## src/rtl/maskIrqPkg.sv

```systemverilog
package maskIrqPkg;

  localparam int ADDR_W = 2;

  localparam logic [ADDR_W-1:0] ADDR_ENABLE  = 2'd0;
  localparam logic [ADDR_W-1:0] ADDR_SHADOW  = 2'd1;
  localparam logic [ADDR_W-1:0] ADDR_PENDING = 2'd2;

  // control -> datapath
  typedef struct packed {
    logic enWr;
    logic shadowWr;
  } aggCtrlT;

  // datapath -> control
  typedef struct packed {
    logic postSeen;
    logic clearSeen;
    logic liveAfterPost;
    logic liveAfterClear;
  } aggStatusT;

endpackage

```

## src/rtl/aggDatapath.sv

```systemverilog
module aggDatapath
  import maskIrqPkg::*;
#(
  parameter int NUM_LINES = 8
) (
  input  logic                 clk,
  input  logic                 rst,
  input  aggCtrlT              ctl,
  input  logic [NUM_LINES-1:0] postVec,
  input  logic [NUM_LINES-1:0] clearVec,
  input  logic [ADDR_W-1:0]    regAddr,
  input  logic [NUM_LINES-1:0] regWrData,
  output logic [NUM_LINES-1:0] regRdData,
  output aggStatusT            status
);

  logic [NUM_LINES-1:0] pendQ;
  logic [NUM_LINES-1:0] pendPost;
  logic [NUM_LINES-1:0] pendNext;
  logic [NUM_LINES-1:0] enQ;
  logic [NUM_LINES-1:0] enNext;
  logic [NUM_LINES-1:0] shadowQ;

  // per-line pending cell: post first, then clear
  for (genvar i = 0; i < NUM_LINES; i++) begin : gLine
    assign pendPost[i] = pendQ[i] | postVec[i];
    assign pendNext[i] = pendPost[i] & ~clearVec[i];

    always_ff @(posedge clk) begin
      if (rst) pendQ[i] <= 1'b0;
      else     pendQ[i] <= pendNext[i];
    end
  end

  assign enNext = ctl.enWr ? regWrData : enQ;

  always_ff @(posedge clk) begin
    if (rst) begin
      enQ     <= '0;
      shadowQ <= '0;
    end else begin
      enQ <= enNext;
      if (ctl.shadowWr) shadowQ <= regWrData;
    end
  end

  always_comb begin
    status.postSeen       = |postVec;
    status.clearSeen      = |clearVec;
    status.liveAfterPost  = |(pendPost & enNext);
    status.liveAfterClear = |(pendNext & enNext);
  end

  always_comb begin
    unique case (regAddr)
      ADDR_ENABLE:  regRdData = enQ;
      ADDR_SHADOW:  regRdData = shadowQ;
      ADDR_PENDING: regRdData = pendQ;
      default:      regRdData = '0;
    endcase
  end

endmodule

```

## src/rtl/aggControl.sv

```systemverilog
module aggControl
  import maskIrqPkg::*;
(
  input  logic              clk,
  input  logic              rst,
  input  logic              regWrEn,
  input  logic [ADDR_W-1:0] regAddr,
  input  aggStatusT         status,
  output aggCtrlT           ctl,
  output logic              irqOut
);

  logic raiseReq;
  logic dropReq;
  logic irqQ;

  always_comb begin
    ctl.enWr     = regWrEn && (regAddr == ADDR_ENABLE);
    ctl.shadowWr = regWrEn && (regAddr == ADDR_SHADOW);
  end

  // raise after post / enable write, drop only on a clear that empties
  assign raiseReq = (status.postSeen || ctl.enWr) && status.liveAfterPost;
  assign dropReq  = status.clearSeen && !status.liveAfterClear;

  always_ff @(posedge clk) begin
    if (rst)           irqQ <= 1'b0;
    else if (dropReq)  irqQ <= 1'b0;
    else if (raiseReq) irqQ <= 1'b1;
  end

  assign irqOut = irqQ;

endmodule

```

## src/rtl/maskIrqAgg.sv

```systemverilog
module maskIrqAgg
  import maskIrqPkg::*;
#(
  parameter int NUM_LINES = 8
) (
  input  logic                 clk,
  input  logic                 rst,
  input  logic [NUM_LINES-1:0] postVec,
  input  logic [NUM_LINES-1:0] clearVec,
  input  logic                 regWrEn,
  input  logic [ADDR_W-1:0]    regAddr,
  input  logic [NUM_LINES-1:0] regWrData,
  output logic [NUM_LINES-1:0] regRdData,
  output logic                 irqOut
);

  aggCtrlT   ctlStrobes;
  aggStatusT dpStatus;

  aggControl uCtrl (
    .clk     (clk),
    .rst     (rst),
    .regWrEn (regWrEn),
    .regAddr (regAddr),
    .status  (dpStatus),
    .ctl     (ctlStrobes),
    .irqOut  (irqOut)
  );

  aggDatapath #(.NUM_LINES(NUM_LINES)) uData (
    .clk       (clk),
    .rst       (rst),
    .ctl       (ctlStrobes),
    .postVec   (postVec),
    .clearVec  (clearVec),
    .regAddr   (regAddr),
    .regWrData (regWrData),
    .regRdData (regRdData),
    .status    (dpStatus)
  );

endmodule

```

## config.mk

```make
export PLATFORM = sky130hd
export DESIGN_NAME = maskIrqAgg
export DESIGN_NICKNAME = d
export VERILOG_FILES = /design/src/rtl/maskIrqPkg.sv /design/src/rtl/aggDatapath.sv /design/src/rtl/aggControl.sv /design/src/rtl/maskIrqAgg.sv
export SDC_FILE = /design/constraint.sdc
export NUM_CORES = 1
export LEC_CHECK = 0
export ABC_CLOCK_PERIOD_IN_PS = 1800
export CAP_MARGIN = 20
export CORE_ASPECT_RATIO = 1.2
export CORE_MARGIN = 2
export CORE_UTILIZATION = 42
export CTS_BUF_LIST = sky130_fd_sc_hd__clkbuf_8
export DETAILED_ROUTE_END_ITERATION = 12
export PLACE_DENSITY = 0.77
export SETUP_SLACK_MARGIN = 0.15
export SLEW_MARGIN = 20
export SYNTH_ARGS = -nofsm -noshare
export SYNTH_HDL_FRONTEND = slang
export SYNTH_HIERARCHICAL = 1
export SYNTH_SLANG_ARGS = --single-unit
```

## constraint.sdc

```tcl
create_clock -name clk -period 1.8 [get_ports clk]
set_input_delay 0.27 -clock clk [delete_from_list [all_inputs] [get_ports clk]]
set_output_delay 0.27 -clock clk [all_outputs]
set_load 0.05 [all_outputs]
```

Word level (Yosys, flattened, before mapping)
Cells that the tools add are included.
Word-level totals
  register bits: 25
  logic and storage cells: 53
  output and inout port bits: 9
  bits of input ports: 29
Cells by class
  eq/ne operators: 2
  bitwise gates (word level): 26
  mux-type cells: 2
  reductions and logical operators: 12
Operators by type and width (number)
  OR reduction 8 bit: 4
  case mux 8 bit (3 select lines): 1
  bitwise AND 8 bit: 2
  bitwise AND 1 bit: 8
  two-way mux 8 bit: 1
  inverter 1 bit: 8
  OR 1 bit: 8
  logical AND 1 bit: 4
  equality test 2 x 1 -> 1 bit, second input constant: 1
  equality test 2 bit, second input constant: 1
  logical NOT 2 bit: 1
  OR reduction 2 bit: 1
  logical NOT 1 bit: 1
  logical OR 1 bit: 1

Depth between registers and ports, before layout
Gate-level depths: netlist of run 1.
  word-level depth: 8
  depth in mapped cells: 7

Modules after synthesis
The synthesis of run 1 kept the hierarchy.
By module, submodules not included
  aggDatapath: instances 1, area an instance 1094.8 um^2, cells each 123
  aggControl: instances 1, area an instance 68.8 um^2, cells each 7

Worst setup path before layout of run 1
Ideal clock, no wire load.
  path type: input port to output port
  start: in regAddr[1]
  end: out regRdData[0]
  setup slack: -142 ps
  data arrival time: 1672 ps
  cell stages on the path: 3
  required time: 1530 ps
  cells stage by stage: buf_2 > mux2i_1 > o21ai_0
Between the ends
  longest elaborated chain between the ends: 2
  elaborated cells on any way between the ends: 4
Ends and longest elaborated chain
  from (decl): RTL line maskIrqAgg.sv:11  | input logic [ADDR_W-1:0] regAddr,
  equality test 2 bit, or another cell as far along: RTL line aggDatapath.sv:55  | unique case (regAddr)
  case mux 8 bit (3 select lines) *: RTL line aggDatapath.sv:55
  to (decl): RTL line maskIrqAgg.sv:13  | output logic [NUM_LINES-1:0] regRdData,
Every way passes the cells marked *; elsewhere a longest branch is shown, timed or not.

==> results.json, run 1 <==
{
  "cts_root_buffer": "clkbuf_8",
  "ys_seq_area_frac": 0.430,
  "grt_antenna_before_repair": 0,
  "cts_tree": "done",
  "cts_sinks": 25,
  "synth_top_area_share": 0.430,
  "routabilityCongestion": 0.877,
  "crit_arrival_ps": 1870,
  "antenna_cells": 0,
  "synth_seq_cells": 25,
  "syn_area_um2": 1160,
  "pin_count": 38,
  "synth_area_per_cell_um2": 8.95,
  "port_buffers": 37,
  "leakage_nw": 0.734,
  "synth-edff-count": 0,
  "vias_per_cell": 5.74,
  "crit_path_end_kind": "flop",
  "synth_area_leaders": "dfxtp_1 (43%), mux2i_1 (20%), nor2_1 (9.0%), o21ai_0 (3.4%), nand2_1 (3.2%)",
  "yosysTopAreaCell": "dfxtp_1",
  "firstDrtPassIters": 4,
  "skew_ps": 4.05,
  "cts_buffers": 3,
  "cp_max_fo": 4,
  "routed_wl_um": 3620,
  "path_buf_inv": 2,
  "ir_drop_mv": 0.528,
  "dpl.hpwl_um": 2620,
  "period_share": 0.956,
  "worstSetupStartpointType": "input pin",
  "slew_viol_final": 0,
  "hp-class": "reg2reg",
  "yosysWarningCount": 6,
  "core_area_um2": 2580,
  "die_h_um": 61.7,
  "slew-limit-headroom": 0.670,
  "h-tree-depth": 1,
  "p_total_mw": 1.24,
  "setup_ws_ps": 79.2,
  "fp.dieW_um": 52.1,
  "drtIter0Drc": 67,
  "ant_nets": 0,
  "final_core_util": 0.747,
  "place_worst_setup_slack_ps": -666,
  "maxCapViolCount": 0,
  "grt_pass1_wl_um": 5980,
  "initial_core_util": 0.451,
  "worstSetupPathType": "in2reg",
  "power_density_nw_per_um2": 646,
  "drive_gt1_frac": 0.242,
  "drc": 0,
  "r2r_setup_slack_ps": 340,
  "holdWs_ps": 477,
  "setup-violations-final": 0,
  "synthTopCellsByCount": "nor2_1 (28), dfxtp_1 (25), mux2i_1 (23)",
  "crit_required_ps": 1950,
  "worst_path_max_delay_cell": "or4_4",
  "ys_types": 21,
  "hold_viol_final": 0,
  "first_global_vias": 1223,
  "max_freq_ghz": 0.581,
  "cpPeakStageDelay_ps": 540,
  "final_nets": 212,
  "clk_pin_slew_ps": 90,
  "dieArea_um2": 3210,
  "synth_fp_nets": 159,
  "synth_most_common_cell": "nor2_1",
  "syn_to_final_growth_pct": 65.4,
  "vias": 1235,
  "crit_family": "simple AND/OR/NAND/NOR gates",
  "clockBufferDepth": 2,
  "rsz0062_at_grt": "yes",
  "wire_per_inst_um": 16.8,
  "ys.flop_type": "dfxtp_1",
  "gr-usage-all-layers": 0.262,
  "path_cells": "buf_4 > nor3b_4 > buf_6 > mux2i_4 > o22ai_1 > or4_4 > o21ai_2 > a221oi_2",
  "grt_overflow": 0,
  "grt_max_degree": 26,
  "synth_cells": 130,
  "status": "complete, no violations",
  "worstMarginPinSlew_ps": 497,
  "async_flop_share": 0,
  "clk_latency_ps": 260,
  "fp-row-count": 20,
  "timing.final.crit_period_ps": 1720
}
## metal layers
metal	GRT usage	share of wire
met1	0.316	0.37
met3	0.0218	0.075
met4	0.105	0.021
met2	0.481	0.53
met5	0	0
## placed cells by master (no fill, tap or decap), types with 2 or more instances in the layout
master,n
buf_4,14
clkdlybuf4s50_1,25
nor3_1,4
o21bai_1,4
buf_6,4
o21ai_1,8
o32ai_1,4
nand2_1,10
clkbuf_8,3
dfxtp_1,25
nor2_1,28
mux2i_1,17
inv_1,2
nor4_1,4
mux2i_4,6
o22ai_1,3
buf_12,10
## layout make-up
cell class	count	area, um2
multi-input cells	97	719
fillers	182	653
repair buffers	54	609
flip-flops and latches	25	500
clock buffers	3	41.3
well taps	33	41.3
inverters	2	7.51
clock inverters	1	5.00
## registers in the layout (all words and copies together) (netlist names)
name           count
uCtrl/irqOut       1
uData/enQ          8
uData/pendQ        8
uData/shadowQ      8
## metrics by stage
stage / instance area [um2] / std cells / TNS [ps]
floorplan: 1180 / 130 / 0
global placement: 1770 / 209 / -1810
detailed placement: 1770 / 209 / -2460
CTS: 1920 / 215 / 0
global route: 1920 / 215 / 0
finish: 1920 / 215 / 0
## cells by family after synthesis
group	count (synthesis)	synth area share
AO/OA/AOI/OAI	22	0.129
buffers and inverters	8	0.0333
flip-flops	25	0.430
multiplexers	24	0.210
AND/OR/NAND/NOR	51	0.198
## report_power, final
| part | switching, mW | total, mW | internal [mW] |
|---|---|---|---|
| combinational | 0.152 | 0.323 | 0.172 |
| clock | 0.175 | 0.329 | 0.155 |
| sequential | 0.0159 | 0.591 | 0.575 |
| total | 0.342 | 1.24 | 0.901 |
## path summary, 6_finish.rpt
path | from | endpoint | cells past startpoint
worst max-delay path | regWrEn | uCtrl/irqOut$_SDFFE_PP0P_ | 8
worst min-delay path | uCtrl/irqOut$_SDFFE_PP0P_ | uCtrl/irqOut$_SDFFE_PP0P_ | 2
worst max register to register | uData/pendQ[7]$_SDFF_PP0_ | uCtrl/irqOut$_SDFFE_PP0P_ | 5
worst min register to register | uCtrl/irqOut$_SDFFE_PP0P_ | uCtrl/irqOut$_SDFFE_PP0P_ | 2
## tightest hold or removal path, delay by kind of cell (launching register included)
kind | cells | cell delay, ps
compound gates | 1 | 50
buf+inv | 1 | 60
flops | 1 | 320
## timing repair
item / CTS / global route
buffers inserted: 2 / 0
gates resized for setup: 31 / 0
pin swaps: 4 / 0
endpoints found under the setup margin: 10 / 1
cloned: 0 / 0
hold buffers: 0 / 0
endpoints found under the hold margin: 0 / 0
(Power assumes the default switching activity.)
==> run 2, diff against run 1 <==
- CORE_UTILIZATION: 42 -> 58
- DONT_BUFFER_PORTS: default -> 1
- PLACE_DENSITY: 0.77 -> 0.76
==> run 2 against run 1 <==
Net effect: register-to-register slack got worse by 40 ps; largest power group unchanged; first-iteration DRC count shrank 48%; count of clock-buffer cells in the layout unchanged; utilization is 0.80 points lower; final cell count decreased by 25%; clock power is 5% lower; highest routed layer unchanged; combinational power decreased by 50%; setup slack better by 110 ps; wire length shrank 18%.
==> results.json, run 2 (synthesis results as in run 1) <==
{
  "layout_commonest_cell": "nor2_1",
  "power_frac_clock": 0.293,
  "core_area_um2": 1870,
  "drtIter0Drc": 35,
  "cp-startpoint": "regAddr[1]",
  "hp-class": "in2reg",
  "routed_wl_um": 2980,
  "drc": 0,
  "power.switching_mw": 0.267,
  "period_share": 0.896,
  "critPathCapture": "uCtrl/irqOut$_SDFFE_PP0P_",
  "max_freq_ghz": 0.620,
  "wire_per_inst_um": 18.5,
  "grt_overflow": 0,
  "drive_gt1_frac": 0.183,
  "status": "complete, no violations",
  "hold_viol_final": 0,
  "skew_ps": 0.441,
  "timing.final.crit_period_ps": 1610,
  "fin_tns_setup_ps": 0,
  "initial_core_util": 0.622,
  "clk_latency_ps": 260,
  "grt_max_degree": 26,
  "cts_tree": "done",
  "cp_max_fo": 11,
  "cts_sinks": 25,
  "routabilityCongestion": 0.870,
  "path_cells": "nor3b_4 > buf_12 > mux2i_2 > o32ai_1 > or4_1 > inv_1 > a221oi_2",
  "crit_required_ps": 1950,
  "die_h_um": 53.1,
  "final_nets": 172,
  "multi_input_area_um2": 688,
  "reg2reg_depth": 5,
  "largestRegisters": "uData/enQ x8, uData/pendQ x8, uData/shadowQ x8",
  "port_buffers": 0,
  "cts_hold_buf": 0,
  "cts_buffers": 3,
  "intPower_mw": 0.803,
  "maxCapViolCount": 0,
  "place_worst_setup_slack_ps": -48.8,
  "cpPeakStageDelay_ps": 480,
  "timing.rr.start": "uData/pendQ[5]$_SDFF_PP0_",
  "h-tree-depth": 1,
  "syn_to_final_growth_pct": 18.8,
  "antenna_cells": 0,
  "ant_nets": 0,
  "post-place-cells": 157,
  "grt_antenna_before_repair": 0,
  "r2r_setup_slack_ps": 300,
  "sw_frac_of_total": 0.249,
  "grt_pass1_wl_um": 4580,
  "power_frac_comb": 0.151,
  "vias_per_cell": 6.53,
  "setup_ws_ps": 187,
  "final_cells": 161,
  "hp-start": "rst",
  "mostFrequentLayoutCells": "nor2_1 (28), dfxtp_1 (25), mux2i_1 (17)",
  "worstSetupStartpointType": "input pin",
  "power_density_nw_per_um2": 774,
  "seq_area_um2": 500,
  "holdWs_ps": 60.7,
  "leakage_nw": 0.524,
  "pwr-share-seq": 0.556,
  "n_fill_cell": 152,
  "pin_count": 38,
  "fp.dieW_um": 44.9,
  "reg2reg_to": "uCtrl/irqOut$_SDFFE_PP0P_",
  "gr-usage-all-layers": 0.267,
  "slew-limit-headroom": 0.654,
  "slew_viol_final": 0,
  "vias": 1051,
  "dieArea_um2": 2380,
  "dpl.hpwl_um": 2210,
  "design_area_um2": 1380,
  "crit_path_end_kind": "flop",
  "crit_arrival_ps": 1770,
  "setup-violations-final": 0,
  "firstDrtPassIters": 4,
  "dpl_cell_area_um2": 1290,
  "worstSetupPathType": "in2reg",
  "first_global_vias": 1076,
  "clk_pin_slew_ps": 80,
  "worst_path_max_delay_cell": "or4_1",
  "clockBufferDepth": 2,
  "worstMarginPinSlew_ps": 519,
  "fp-row-count": 17,
  "rsz0062_at_grt": "yes",
  "ir_drop_mv": 0.656,
  "cts_root_buffer": "clkbuf_8"
}
## run 2: stage by stage
step / util / power, mW
floorplan: - / 0.727
global placement: 0.692 / 0.752
detailed placement: 0.692 / 0.757
CTS: 0.716 / 1.07
global route: 0.739 / 1.11
finish: 0.739 / 1.07
## run 2: critical path, delay by kind of cell
kind                   cells  cell delay, ps
AND/OR/NAND/NOR            2             690
multiplexers               1             320
buffers and inverters      2             290
AO/OA/AOI/OAI              2             200
## run 2: how the worst min path moves through the flow
stage	to	slack, ps	cells after the start
6_report	uCtrl/irqOut$_SDFFE_PP0P_	60	1
5_1_grt	uCtrl/irqOut$_SDFFE_PP0P_	50	1
4_1_cts	uCtrl/irqOut$_SDFFE_PP0P_	60	1
3_5_place_dp	uCtrl/irqOut$_SDFFE_PP0P_	340	1
3_3_place_gp	uCtrl/irqOut$_SDFFE_PP0P_	340	1
2_1_floorplan	uCtrl/irqOut$_SDFFE_PP0P_	340	1
## run 2: power by group through the flow
stage / Sequential [mW] / Combinational, mW / Clock [mW]
floorplan: 0.602 / 0.125 / 0
global placement: 0.605 / 0.146 / 0
detailed placement: 0.606 / 0.151 / 0
CTS: 0.593 / 0.152 / 0.320
global route: 0.597 / 0.172 / 0.342
finish: 0.595 / 0.161 / 0.314
## run 2: timing repair
| item | in CTS | in global routing |
|---|---|---|
| setup endpoints to repair | 0 | 1 |
| resized for setup | 0 | 6 |
| hold endpoints to repair | 0 | 0 |
| setup buffers | 0 | 0 |
## run 2: cell type report
cell class / instances / area share
Multi-Input combinational cell: 97 / 0.498
Sequential cell: 25 / 0.362
Timing Repair Buffer: 14 / 0.0851
Clock buffer: 3 / 0.0299
Tap cell: 19 / 0.0172
Inverter: 2 / 0.00543
Clock inverter: 1 / 0.00271
## run 2: per-layer routing
metal  up-vias  GRT usage  wire length (um)
met1       513      0.314              1180
met3         4     0.0478               267
met5         -          0                 0
li1        488          -                 -
met4         0     0.0931                23
met2        46      0.476              1510
